==> src/rtl/csc_pkg.sv <==
package csc_pkg;
    typedef enum logic [0:0] {
        ST_ACQ   = 1'b0,
        ST_TRACK = 1'b1
    } trk_state_e;
endpackage

==> src/rtl/csc_edge_sync.sv <==
module csc_edge_sync #(
    parameter int STAGES = 2
) (
    input  logic clk,
    input  logic rst_n,
    input  logic din,
    output logic rise
);
    logic [STAGES-1:0] sync_q;
    logic              last_q;

    always_ff @(posedge clk or negedge rst_n) begin
        if (!rst_n) begin
            sync_q <= '0;
            last_q <= 1'b0;
        end else begin
            sync_q <= {sync_q[STAGES-2:0], din};
            last_q <= sync_q[STAGES-1];
        end
    end

    assign rise = sync_q[STAGES-1] & ~last_q;

    // a detected edge lasts exactly one cycle
    a_r1_rise_single: assert property (@(posedge clk) disable iff (!rst_n)
        rise |=> !rise);
endmodule

==> src/rtl/csc_phase_track.sv <==
module csc_phase_track
    import csc_pkg::*;
#(
    parameter int PER_W  = 16,
    parameter int EDGE_W = 4,
    parameter int PH_W   = PER_W + EDGE_W + 2
) (
    input  logic                    clk,
    input  logic                    rst_n,
    input  logic                    clear,
    input  logic                    dut_rise,
    input  logic                    ref_rise,
    input  logic [PER_W-1:0]        period,
    output logic signed [PH_W-1:0]  phase_err,
    output logic                    slip_up,
    output logic                    slip_dn
);
    localparam int TW = PER_W + 1;

    trk_state_e               state_q, state_d;
    logic signed [EDGE_W-1:0] e_q, e_d, e_step;
    logic [TW-1:0]            cd_q, cr_q, cd_n, cr_n, per_t;
    logic                     seen_d_q, seen_r_q, seen_d_n, seen_r_n;
    logic signed [PH_W-1:0]   ph_q, ph_d, ph_lead, per_s;
    logic                     go_track, active;

    assign per_t = {1'b0, period};
    assign per_s = $signed({{(PH_W-PER_W){1'b0}}, period});

    // tick counters since each clock's last edge, capped at one period
    assign cd_n = dut_rise ? '0 : ((cd_q >= per_t) ? cd_q : cd_q + TW'(1));
    assign cr_n = ref_rise ? '0 : ((cr_q >= per_t) ? cr_q : cr_q + TW'(1));

    assign go_track = (state_q == ST_ACQ) && (seen_d_q || dut_rise) && (seen_r_q || ref_rise);
    assign active   = (state_q == ST_TRACK) || go_track;

    // state transition process
    always_comb begin
        state_d = state_q;
        unique case (state_q)
            ST_ACQ:   if (go_track) state_d = ST_TRACK;
            ST_TRACK: state_d = ST_TRACK;
        endcase
        if (clear) state_d = ST_ACQ;
    end

    // datapath and output process
    always_comb begin
        e_step   = '0;
        if (state_q == ST_TRACK)
            e_step = e_q + $signed({{(EDGE_W-1){1'b0}}, dut_rise})
                         - $signed({{(EDGE_W-1){1'b0}}, ref_rise});
        ph_lead  = PH_W'(e_step) * per_s
                 + $signed({{(PH_W-TW){1'b0}}, cd_n})
                 - $signed({{(PH_W-TW){1'b0}}, cr_n});
        seen_d_n = seen_d_q | dut_rise;
        seen_r_n = seen_r_q | ref_rise;
        slip_up  = 1'b0;
        slip_dn  = 1'b0;
        e_d      = '0;
        ph_d     = '0;
        if (active && !clear) begin
            e_d  = e_step;
            ph_d = ph_lead;
            if (ph_lead >= per_s) begin
                slip_up = 1'b1;
                e_d     = e_step - $signed({{(EDGE_W-1){1'b0}}, 1'b1});
                ph_d    = ph_lead - per_s;
            end else if (ph_lead <= -per_s) begin
                slip_dn = 1'b1;
                e_d     = e_step + $signed({{(EDGE_W-1){1'b0}}, 1'b1});
                ph_d    = ph_lead + per_s;
            end
        end
    end

    // state register process
    always_ff @(posedge clk or negedge rst_n) begin
        if (!rst_n) begin
            state_q  <= ST_ACQ;
            e_q      <= '0;
            cd_q     <= '0;
            cr_q     <= '0;
            seen_d_q <= 1'b0;
            seen_r_q <= 1'b0;
            ph_q     <= '0;
        end else if (clear) begin
            state_q  <= ST_ACQ;
            e_q      <= '0;
            cd_q     <= '0;
            cr_q     <= '0;
            seen_d_q <= 1'b0;
            seen_r_q <= 1'b0;
            ph_q     <= '0;
        end else begin
            state_q  <= state_d;
            e_q      <= e_d;
            cd_q     <= cd_n;
            cr_q     <= cr_n;
            seen_d_q <= seen_d_n;
            seen_r_q <= seen_r_n;
            ph_q     <= ph_d;
        end
    end

    assign phase_err = ph_q;

    // no phase is reported while acquiring
    a_r2_acq_zero: assert property (@(posedge clk) disable iff (!rst_n)
        (state_q == ST_ACQ) |-> (ph_q == '0));
    // tracked phase stays strictly inside one period
    a_r3_phase_window: assert property (@(posedge clk) disable iff (!rst_n)
        (state_q == ST_TRACK) |-> ((ph_q < per_s) && (ph_q > -per_s)));
    // clear empties the accumulator on the next edge
    a_r8_phase_cleared: assert property (@(posedge clk) disable iff (!rst_n)
        clear |=> (ph_q == '0 && state_q == ST_ACQ));
endmodule

==> src/rtl/csc_slip_count.sv <==
module csc_slip_count #(
    parameter int CNT_W = 32
) (
    input  logic                    clk,
    input  logic                    rst_n,
    input  logic                    clear,
    input  logic                    up,
    input  logic                    dn,
    output logic signed [CNT_W-1:0] count,
    output logic                    pulse,
    output logic                    dir
);
    localparam logic signed [CNT_W-1:0] C_MAX = {1'b0, {(CNT_W-1){1'b1}}};
    localparam logic signed [CNT_W-1:0] C_MIN = {1'b1, {(CNT_W-1){1'b0}}};

    logic signed [CNT_W-1:0] count_q;
    logic                    pulse_q, dir_q;

    always_ff @(posedge clk or negedge rst_n) begin
        if (!rst_n) begin
            count_q <= '0;
            pulse_q <= 1'b0;
            dir_q   <= 1'b0;
        end else if (clear) begin
            count_q <= '0;
            pulse_q <= 1'b0;
            dir_q   <= 1'b0;
        end else begin
            pulse_q <= up | dn;
            dir_q   <= up;
            if (up && count_q != C_MAX)
                count_q <= count_q + CNT_W'(1);
            else if (dn && count_q != C_MIN)
                count_q <= count_q - CNT_W'(1);
        end
    end

    assign count = count_q;
    assign pulse = pulse_q;
    assign dir   = dir_q;

    // a gained cycle moves the balance up by one
    a_r4_up_step: assert property (@(posedge clk) disable iff (!rst_n)
        (up && !clear && count_q != C_MAX) |=> (count_q == $past(count_q) + CNT_W'(1)));
    // a lost cycle moves the balance down by one
    a_r5_dn_step: assert property (@(posedge clk) disable iff (!rst_n)
        (dn && !clear && count_q != C_MIN) |=> (count_q == $past(count_q) - CNT_W'(1)));
    // the balance holds at its ceiling
    a_r7_hold_max: assert property (@(posedge clk) disable iff (!rst_n)
        (up && !clear && count_q == C_MAX) |=> (count_q == C_MAX && pulse_q));
    // clear zeroes the balance and blocks the pulse
    a_r8_clear_zero: assert property (@(posedge clk) disable iff (!rst_n)
        clear |=> (count_q == '0 && !pulse_q));
    // no direction without an event
    a_r9_dir_idle: assert property (@(posedge clk) disable iff (!rst_n)
        !pulse_q |-> !dir_q);
endmodule

==> src/rtl/clk_slip_monitor.sv <==
module clk_slip_monitor #(
    parameter int STAGES = 2,
    parameter int PER_W  = 16,
    parameter int CNT_W  = 32,
    parameter int EDGE_W = 4,
    parameter int PH_W   = PER_W + EDGE_W + 2
) (
    input  logic                    clk,
    input  logic                    rst_n,
    input  logic                    dut_clk_in,
    input  logic                    ref_clk_in,
    input  logic [PER_W-1:0]        period_ticks,
    input  logic                    clear,
    output logic signed [CNT_W-1:0] slip_count,
    output logic signed [PH_W-1:0]  phase_err,
    output logic                    slip_pulse,
    output logic                    slip_dir
);
    localparam int NCLK = 2;

    logic [NCLK-1:0] raw_in;
    logic [NCLK-1:0] rise;
    logic            up, dn;

    assign raw_in = {ref_clk_in, dut_clk_in};

    for (genvar i = 0; i < NCLK; i++) begin : g_sync
        csc_edge_sync #(.STAGES(STAGES)) u_sync (
            .clk  (clk),
            .rst_n(rst_n),
            .din  (raw_in[i]),
            .rise (rise[i])
        );
    end

    csc_phase_track #(.PER_W(PER_W), .EDGE_W(EDGE_W), .PH_W(PH_W)) u_track (
        .clk      (clk),
        .rst_n    (rst_n),
        .clear    (clear),
        .dut_rise (rise[0]),
        .ref_rise (rise[1]),
        .period   (period_ticks),
        .phase_err(phase_err),
        .slip_up  (up),
        .slip_dn  (dn)
    );

    csc_slip_count #(.CNT_W(CNT_W)) u_count (
        .clk  (clk),
        .rst_n(rst_n),
        .clear(clear),
        .up   (up),
        .dn   (dn),
        .count(slip_count),
        .pulse(slip_pulse),
        .dir  (slip_dir)
    );
endmodule

==> config.mk <==
export PLATFORM = sky130hd
export DESIGN_NAME = clk_slip_monitor
export DESIGN_NICKNAME = d
export VERILOG_FILES = /design/src/rtl/csc_pkg.sv /design/src/rtl/csc_edge_sync.sv /design/src/rtl/csc_phase_track.sv /design/src/rtl/csc_slip_count.sv /design/src/rtl/clk_slip_monitor.sv
export SDC_FILE = /design/constraint.sdc
export NUM_CORES = 1
export LEC_CHECK = 0
export BUFFER_PORTS_ARGS = -buffer_cell sky130_fd_sc_hd__buf_2
export CORE_UTILIZATION = 50
export DETAILED_ROUTE_END_ITERATION = 12
export MAX_ROUTING_LAYER = met4
export PLACE_DENSITY_LB_ADDON = 0.1
export REMOVE_ABC_BUFFERS = 1
export SLEW_MARGIN = 20
export SYNTH_ARGS = -nofsm -noshare
export SYNTH_HDL_FRONTEND = slang
export SYNTH_SLANG_ARGS = --single-unit
==> constraint.sdc <==
create_clock -name clk -period 14.9 [get_ports clk]
set_input_delay 2.235 -clock clk [delete_from_list [all_inputs] [get_ports clk]]
set_output_delay 2.235 -clock clk [all_outputs]
set_load 0.02 [all_outputs]
Word-level counts from Yosys, hierarchy flattened
Index checks and enable logic that the tools add are counted.
{ "op_classes": {"n_mux": 30, "n_lt_le_gt_ge": 4, "n_bitwise": 8, "multipliers": 1, "eq_ne": 2, "n_reduce_logical": 10, "add_sub_neg": 13} }
{ "op_table": {"columns": ["cell", "n"], "rows": [
  ["17-bit 2-to-1 mux", 6],
  ["32-bit 2-to-1 mux", 3],
  ["22-bit 2-to-1 mux", 4],
  ["32-bit != test, second input constant", 2],
  ["17-bit by 1-bit adder with 17-bit output, second input constant", 2],
  ["17-bit by 16-bit >= comparator with 1-bit output", 2],
  ["32-bit by 2-bit adder with 32-bit output, second input constant", 1],
  ["32-bit by 2-bit subtractor with 32-bit output, second input constant", 1],
  ["22-bit by 17-bit adder with 22-bit output", 1],
  ["22-bit by 18-bit adder with 22-bit output", 1],
  ["22-bit by 17-bit >= comparator with 1-bit output", 1],
  ["22-bit <= comparator", 1],
  ["16-bit negator with 22-bit output", 1],
  ["22-bit by 17-bit subtractor with 22-bit output", 1],
  ["22-bit by 18-bit subtractor with 22-bit output", 1],
  ["4-bit by 17-bit multiplier with 21-bit output", 1],
  ["4-bit 2-to-1 mux", 5],
  ["1-bit 2-to-1 mux", 11],
  ["1-bit logical AND", 5],
  ["4-bit by 2-bit adder with 4-bit output", 1],
  ["4-bit by 2-bit adder with 4-bit output, second input constant", 1],
  ["4-bit by 2-bit subtractor with 4-bit output", 1],
  ["4-bit by 2-bit subtractor with 4-bit output, second input constant", 1],
  ["1-bit logical OR", 3],
  ["6 further kinds", 11]
]} }
{ "totals": {"out_inout_bits": 56, "reg_bits": 103, "in_bits": 21} }

Depth between registers and ports, before layout
{ "depth": {"depth_word": 16, "depth_mapped": 58, "depth_no_buf": 54} }

Hierarchy
Synthesis repeated with hierarchy kept, for this count alone.
{ "unflattened": {"hier_cells": 1595, "hier_area_um2": 13499.2} }
{ "by_module_without_submodules": {"columns": ["module", "cells_each", "area_each_um2", "n_inst"], "rows": [
  ["csc_phase_track", 1174, 10028.4, 1],
  ["csc_slip_count", 413, 3293.2, 1],
  ["csc_edge_sync", 4, 88.8, 2]
]} }

Worst setup path after synthesis
No wires, ideal clock.
{ "synth_timing": {"kind": "in2reg", "from": "in period_ticks[2]", "to": "reg u_count.count_q[31], in the netlist u_count.count[31]", "required_time_ps": 14820, "t_arrival_ps": 11840, "setup_ps": 80, "slack_ps": 2980, "path_stages": 46, "path_cell_list": "inv_1 -> nor2_1 -> fa_1 -> fa_1 -> inv_1 -> fa_1 -> inv_1 -> ha_1 -> a21o_1 -> a21oi_1 -> o21ai_0 -> a2111oi_0 -> nor2_1 -> a21o_1 -> a211o_1 -> nand2_1 -> fa_1 -> inv_1 -> (+10 left out) -> nor2_1 -> a21o_1 -> o21bai_1 -> nor4_4 -> a21boi_0 -> clkinv_1 -> buf_2 -> ha_1 -> a211oi_1 -> o211ai_1 -> and3_1 -> a31o_2 -> a211oi_1 -> o211ai_1 -> o311a_1 -> a31oi_1 -> mux2i_1 -> mux2i_1"} }
{ "synth_via": {"elab_chain_len": 11, "elab_cells_between_ends": 22} }
{ "synth_rtl": {"columns": ["item", "line_no", "rtl"], "rows": [
  ["start, declared", "clk_slip_monitor.sv:12", "input logic [PER_W-1:0] period_ticks,"],
  ["branches (longest 11 deep; another with 22-bit by 18-bit adder with 22-bit output)", null, null],
  ["end signal, assigned", "csc_slip_count.sv:32", "count_q <= count_q + CNT_W'(1);"],
  ["end signal, assigned", "csc_slip_count.sv:34", "count_q <= count_q - CNT_W'(1);"],
  ["end, declared", "csc_slip_count.sv:16", "logic signed [CNT_W-1:0] count_q;"]
]} }
Parallel ways; which one is timed is not known.
A chain may end at the register's enable or synchronous reset.

Final worst setup path
{ "layout_timing": {"from": "reg g_sync[0].u_sync.last_q", "to": "reg u_count.count_q[31], in the netlist u_count.count[31]"} }
{ "layout_via": {"elab_chain_len": 14, "elab_cells_between_ends": 26} }
{ "layout_rtl": {"columns": ["item", "line_no", "rtl"], "rows": [
  ["start, declared", "csc_edge_sync.sv:10", "logic last_q;"],
  ["start signal, assigned", "csc_edge_sync.sv:18", "last_q <= sync_q[STAGES-1];"],
  ["1-bit inverter (*)", "csc_edge_sync.sv:22", "assign rise = sync_q[STAGES-1] & ~last_q;"],
  ["1-bit bitwise AND (*)", "csc_edge_sync.sv:22", null],
  ["4-bit by 2-bit adder with 4-bit output", "csc_phase_track.sv:51", "e_step = e_q + $signed({{(EDGE_W-1){1'b0}}, dut_rise})"],
  ["4-bit by 2-bit subtractor with 4-bit output", "csc_phase_track.sv:52", "- $signed({{(EDGE_W-1){1'b0}}, ref_rise});"],
  ["4-bit 2-to-1 mux", "csc_phase_track.sv:50", "if (state_q == ST_TRACK)"],
  ["4-bit by 17-bit multiplier with 21-bit output", "csc_phase_track.sv:53", "ph_lead = PH_W'(e_step) * per_s"],
  ["22-bit by 18-bit adder with 22-bit output", "csc_phase_track.sv:54", "+ $signed({{(PH_W-TW){1'b0}}, cd_n})"],
  ["22-bit by 18-bit subtractor with 22-bit output", "csc_phase_track.sv:55", "- $signed({{(PH_W-TW){1'b0}}, cr_n});"],
  ["22-bit <= comparator or 22-bit by 17-bit >= comparator with 1-bit output (tied branches)", "csc_phase_track.sv:69, csc_phase_track.sv:65", null],
  ["1-bit 2-to-1 mux (on tied branches)", "csc_phase_track.sv:69, csc_phase_track.sv:65", null],
  ["1-bit 2-to-1 mux (on tied branches)", "csc_phase_track.sv:65, csc_phase_track.sv:62", null],
  ["1-bit 2-to-1 mux or 1-bit logical AND (tied branches)", "csc_phase_track.sv:62, csc_slip_count.sv:31", null],
  ["1-bit logical AND or 32-bit 2-to-1 mux (tied branches)", "csc_slip_count.sv:33, csc_slip_count.sv:31", null],
  ["3-bit nonzero test (no line) or 32-bit 2-to-1 mux (tied branches)", null, null]
]} }
Mark *: on every way between the ends. The rest lies on a longest branch, timed or not.

==> impl_metrics.env <==
export IMPL_via_count=13300
export IMPL_yosys_top_cells_area="dfrtp_1 19%, ha_1 17%, fa_1 7.2%"
export IMPL_cp_common_cell="inv_1"
export IMPL_yosysMostFrequentCell="ha_1"
export IMPL_synth_top_area_share_pct=18.5
export IMPL_hpwl_um=32600
export IMPL_core_rowCount=60
export IMPL_synth_async_reset_ratio_pct=100
export IMPL_drc_errors=0
export IMPL_fin_worst_skew_ns=0.0106
export IMPL_gp_congestion=0.975
export IMPL_clk_pin_slew_ns=0.08
export IMPL_clkLatencyLatePin_ns=0.37
export IMPL_setup_viol=0
export IMPL_period_share_pct=90.8
export IMPL_io_buffer_count=76
export IMPL_maxCapViolations=0
export IMPL_final_hold_viol_count=0
export IMPL_area_growth_pct=7.24
export IMPL_grt_use_total_pct=31.5
export IMPL_min_period_ns=13.52
export IMPL_cts_tree="built"
export IMPL_fin_cells=2140
export IMPL_layout_drive_gt1_share_pct=8.15
export IMPL_yosys_warnings=0
export IMPL_dr_pass1_iters=5
export IMPL_outcome="completed"
export IMPL_clockBufferDepth=2
export IMPL_min_path_type="reg2reg"
export IMPL_wl_um=42500
export IMPL_cp_slowest_cell="a2111oi_0"
export IMPL_fmax_mhz=73.9
export IMPL_placedCellCount=2123
export IMPL_core_area_um2=27200
export IMPL_numClockSinks=103
export IMPL_postCtsSetupRepairBufs=0
export IMPL_cts_root_buf="clkbuf_16"
export IMPL_syn_area_um2=13900
export IMPL_synth_edf_count=0
export IMPL_setup_tns_final_ns=0
export IMPL_synth_common_cells="193 x ha_1, 171 x nor2_1, 139 x inv_1"
export IMPL_yosysSeqAreaShare_pct=18.5
export IMPL_critPathRequiredTime_ns=15.19
export IMPL_cpPeakStageDelay_ns=0.77
export IMPL_htree_num_levels=3
export IMPL_slew_limit_headroom_pct=27.6
export IMPL_viasPerCell=6.23
export IMPL_ys_ff_latch=103
export IMPL_grt_max_degree=54
export IMPL_antenna_found_initial=1
export IMPL_worst_path_buf_inv=10
export IMPL_path_class="reg2reg"
export IMPL_fp_dieW_um=169
export IMPL_ys_flop_type="dfrtp_1"
export IMPL_critPathMaxFanout=34
export IMPL_routedWlPerCell_um=19.9
export IMPL_ys_types=72
export IMPL_dr_first_iter_drc_count=1620
export IMPL_rsz0062_at_grt="false"
export IMPL_start_util_pct=51.3
export IMPL_numCtsBuffers=9
export IMPL_synth_largest_area_cell="dfrtp_1"
export IMPL_grt_pass1_vias=12800
export IMPL_dieHeight_um=169
export IMPL_worst_slew_pin_transition_ns=1.09
export IMPL_crit_path_end_kind="register"
export IMPL_num_io_pins=77
export IMPL_startpoint_type="register"
export IMPL_grt_pass1_wl_um=69300
export IMPL_worstPathArrival_ns=13.82
export IMPL_nets=2026
export IMPL_cts_resized_gates=0
export IMPL_crit_family="adder cells"
export IMPL_ant_nets=0
export IMPL_drv_slew=0
export IMPL_cts_hold_buf=0
export IMPL_die_area_um2=28500
export IMPL_avgSynthCellArea_um2=8.04
export IMPL_grt_ovfl_total=0
export IMPL_syn_inst=1732
==> cell type report <==
type	instances	area, µm²
inverters	140	526
clock inverters	5	46.3
repair buffers	91	495
clock buffers	11	253
fillers	2552	12200
well taps	372	465
flip-flops and latches	103	2580
diodes	1	2.50
multi-input cells	1417	10600
==> metal layers <==
| metal | part of all wire (%) | routed length [µm] | GRT usage, % | up-vias |
|---|---|---|---|---|
| met5 | 0 | 0 | - | - |
| li1 | - | - | - | 6381 |
| met4 | 2.2 | 954 | 9.05 | 0 |
| met1 | 48 | 20300 | 44.9 | 6376 |
| met2 | 44 | 18700 | 46.7 | 516 |
| met3 | 6.2 | 2630 | 3.65 | 65 |
==> registers in the layout, summed over array words and instances (netlist names) <==
| register | cells |
|---|---|
| u_count.count | 32 |
| u_track.seen_r_q | 1 |
| u_track.seen_d_q | 1 |
| u_track.phase_err | 22 |
| u_track.e_q | 4 |
| u_track.cd_q | 17 |
| u_track.cr_q | 17 |
| u_count.pulse | 1 |
| g_sync.u_sync.last_q | 2 |
| u_count.dir | 1 |
| g_sync.u_sync.sync_q | 4 |
| u_track.state_q | 1 |
==> placed cells by master, fill, tap and decap left out, drive strengths merged, types with 7 or more instances in the layout <==
master and n:
ha 193, nor2 171, inv 144, a21oi 126, nand2 112, dfrtp 103
buf 91, o21ai 80, xnor2 61, nand3 52, nor3 51, fa 50
a21o 43, nand4 41, a31oi 36, and3 30, a211oi 27, o21a 24
xor2 23, nor4 22, a41o 20, o211ai 19, mux2i 19, o21bai 17
nand2b 16, and2 16, or3 16, nor2b 16, o31ai 12, clkbuf 11
o311ai 10, or2 9, a21boi 9, a311oi 7
==> worst reg2reg max path: cells and delay by family (launching register included) <==
kind / cells / cell delay (ns)
and+or+nand+nor: 10 / 2.02
xor gates and xnor gates: 2 / 0.59
buffers and inverters: 10 / 2.43
muxes: 2 / 0.44
adders and majority gates: 10 / 4.03
DFF: 1 / 0.36
AOI/OAI and AO/OA: 17 / 3.60
==> cells by family (layout without fill, tap and decap cells) <==
group	count (synthesis)	in the layout	synth area share [%]
other	0	1	0
buffers and inverters	212	247	5.79
AND/OR/NAND/NOR	575	575	20.2
flip-flops	103	103	18.5
XOR/XNOR	84	84	5.39
adder cells (fa/ha/maj)	243	243	24.5
multiplexers	23	23	1.69
AO/OA/AOI/OAI	492	492	23.9
==> worst paths after layout <==
| path | from | endpoint | slack [ns] | cells past startpoint |
|---|---|---|---|---|
| max | g_sync[0].u_sync.last_q$_DFF_PN0_ | u_count.count[31]$_DFFE_PN0P_ | 1.38 | 51 |
| min | g_sync[1].u_sync.sync_q[0]$_DFF_PN0_ | g_sync[1].u_sync.sync_q[1]$_DFF_PN0_ | 0.35 | 0 |
| max reg2reg | g_sync[0].u_sync.last_q$_DFF_PN0_ | u_count.count[31]$_DFFE_PN0P_ | 1.38 | 51 |
| min reg2reg | g_sync[1].u_sync.sync_q[0]$_DFF_PN0_ | g_sync[1].u_sync.sync_q[1]$_DFF_PN0_ | 0.35 | 0 |
| max in group asynchronous | rst_n | u_track.state_q$_DFF_PN0_ | 11.78 | 2 |
| min in group asynchronous | rst_n | u_track.phase_err[19]$_DFF_PN0_ | 1.89 | 1 |
==> metrics by stage <==
step	setup slack, ns	hold WS (ns)	util (%)	instance area, µm²
floorplan	0.138	0.331	-	13600
finish	1.38	0.354	55.0	14900
global placement	1.89	0.333	53.8	14600
CTS	1.49	0.358	55.0	14900
global route	0.313	0.359	55.0	14900
detailed placement	1.54	0.338	53.9	14600
Power is not shown: default switching activity piles up to over one toggle a cycle in this logic, so the estimate is an artifact.
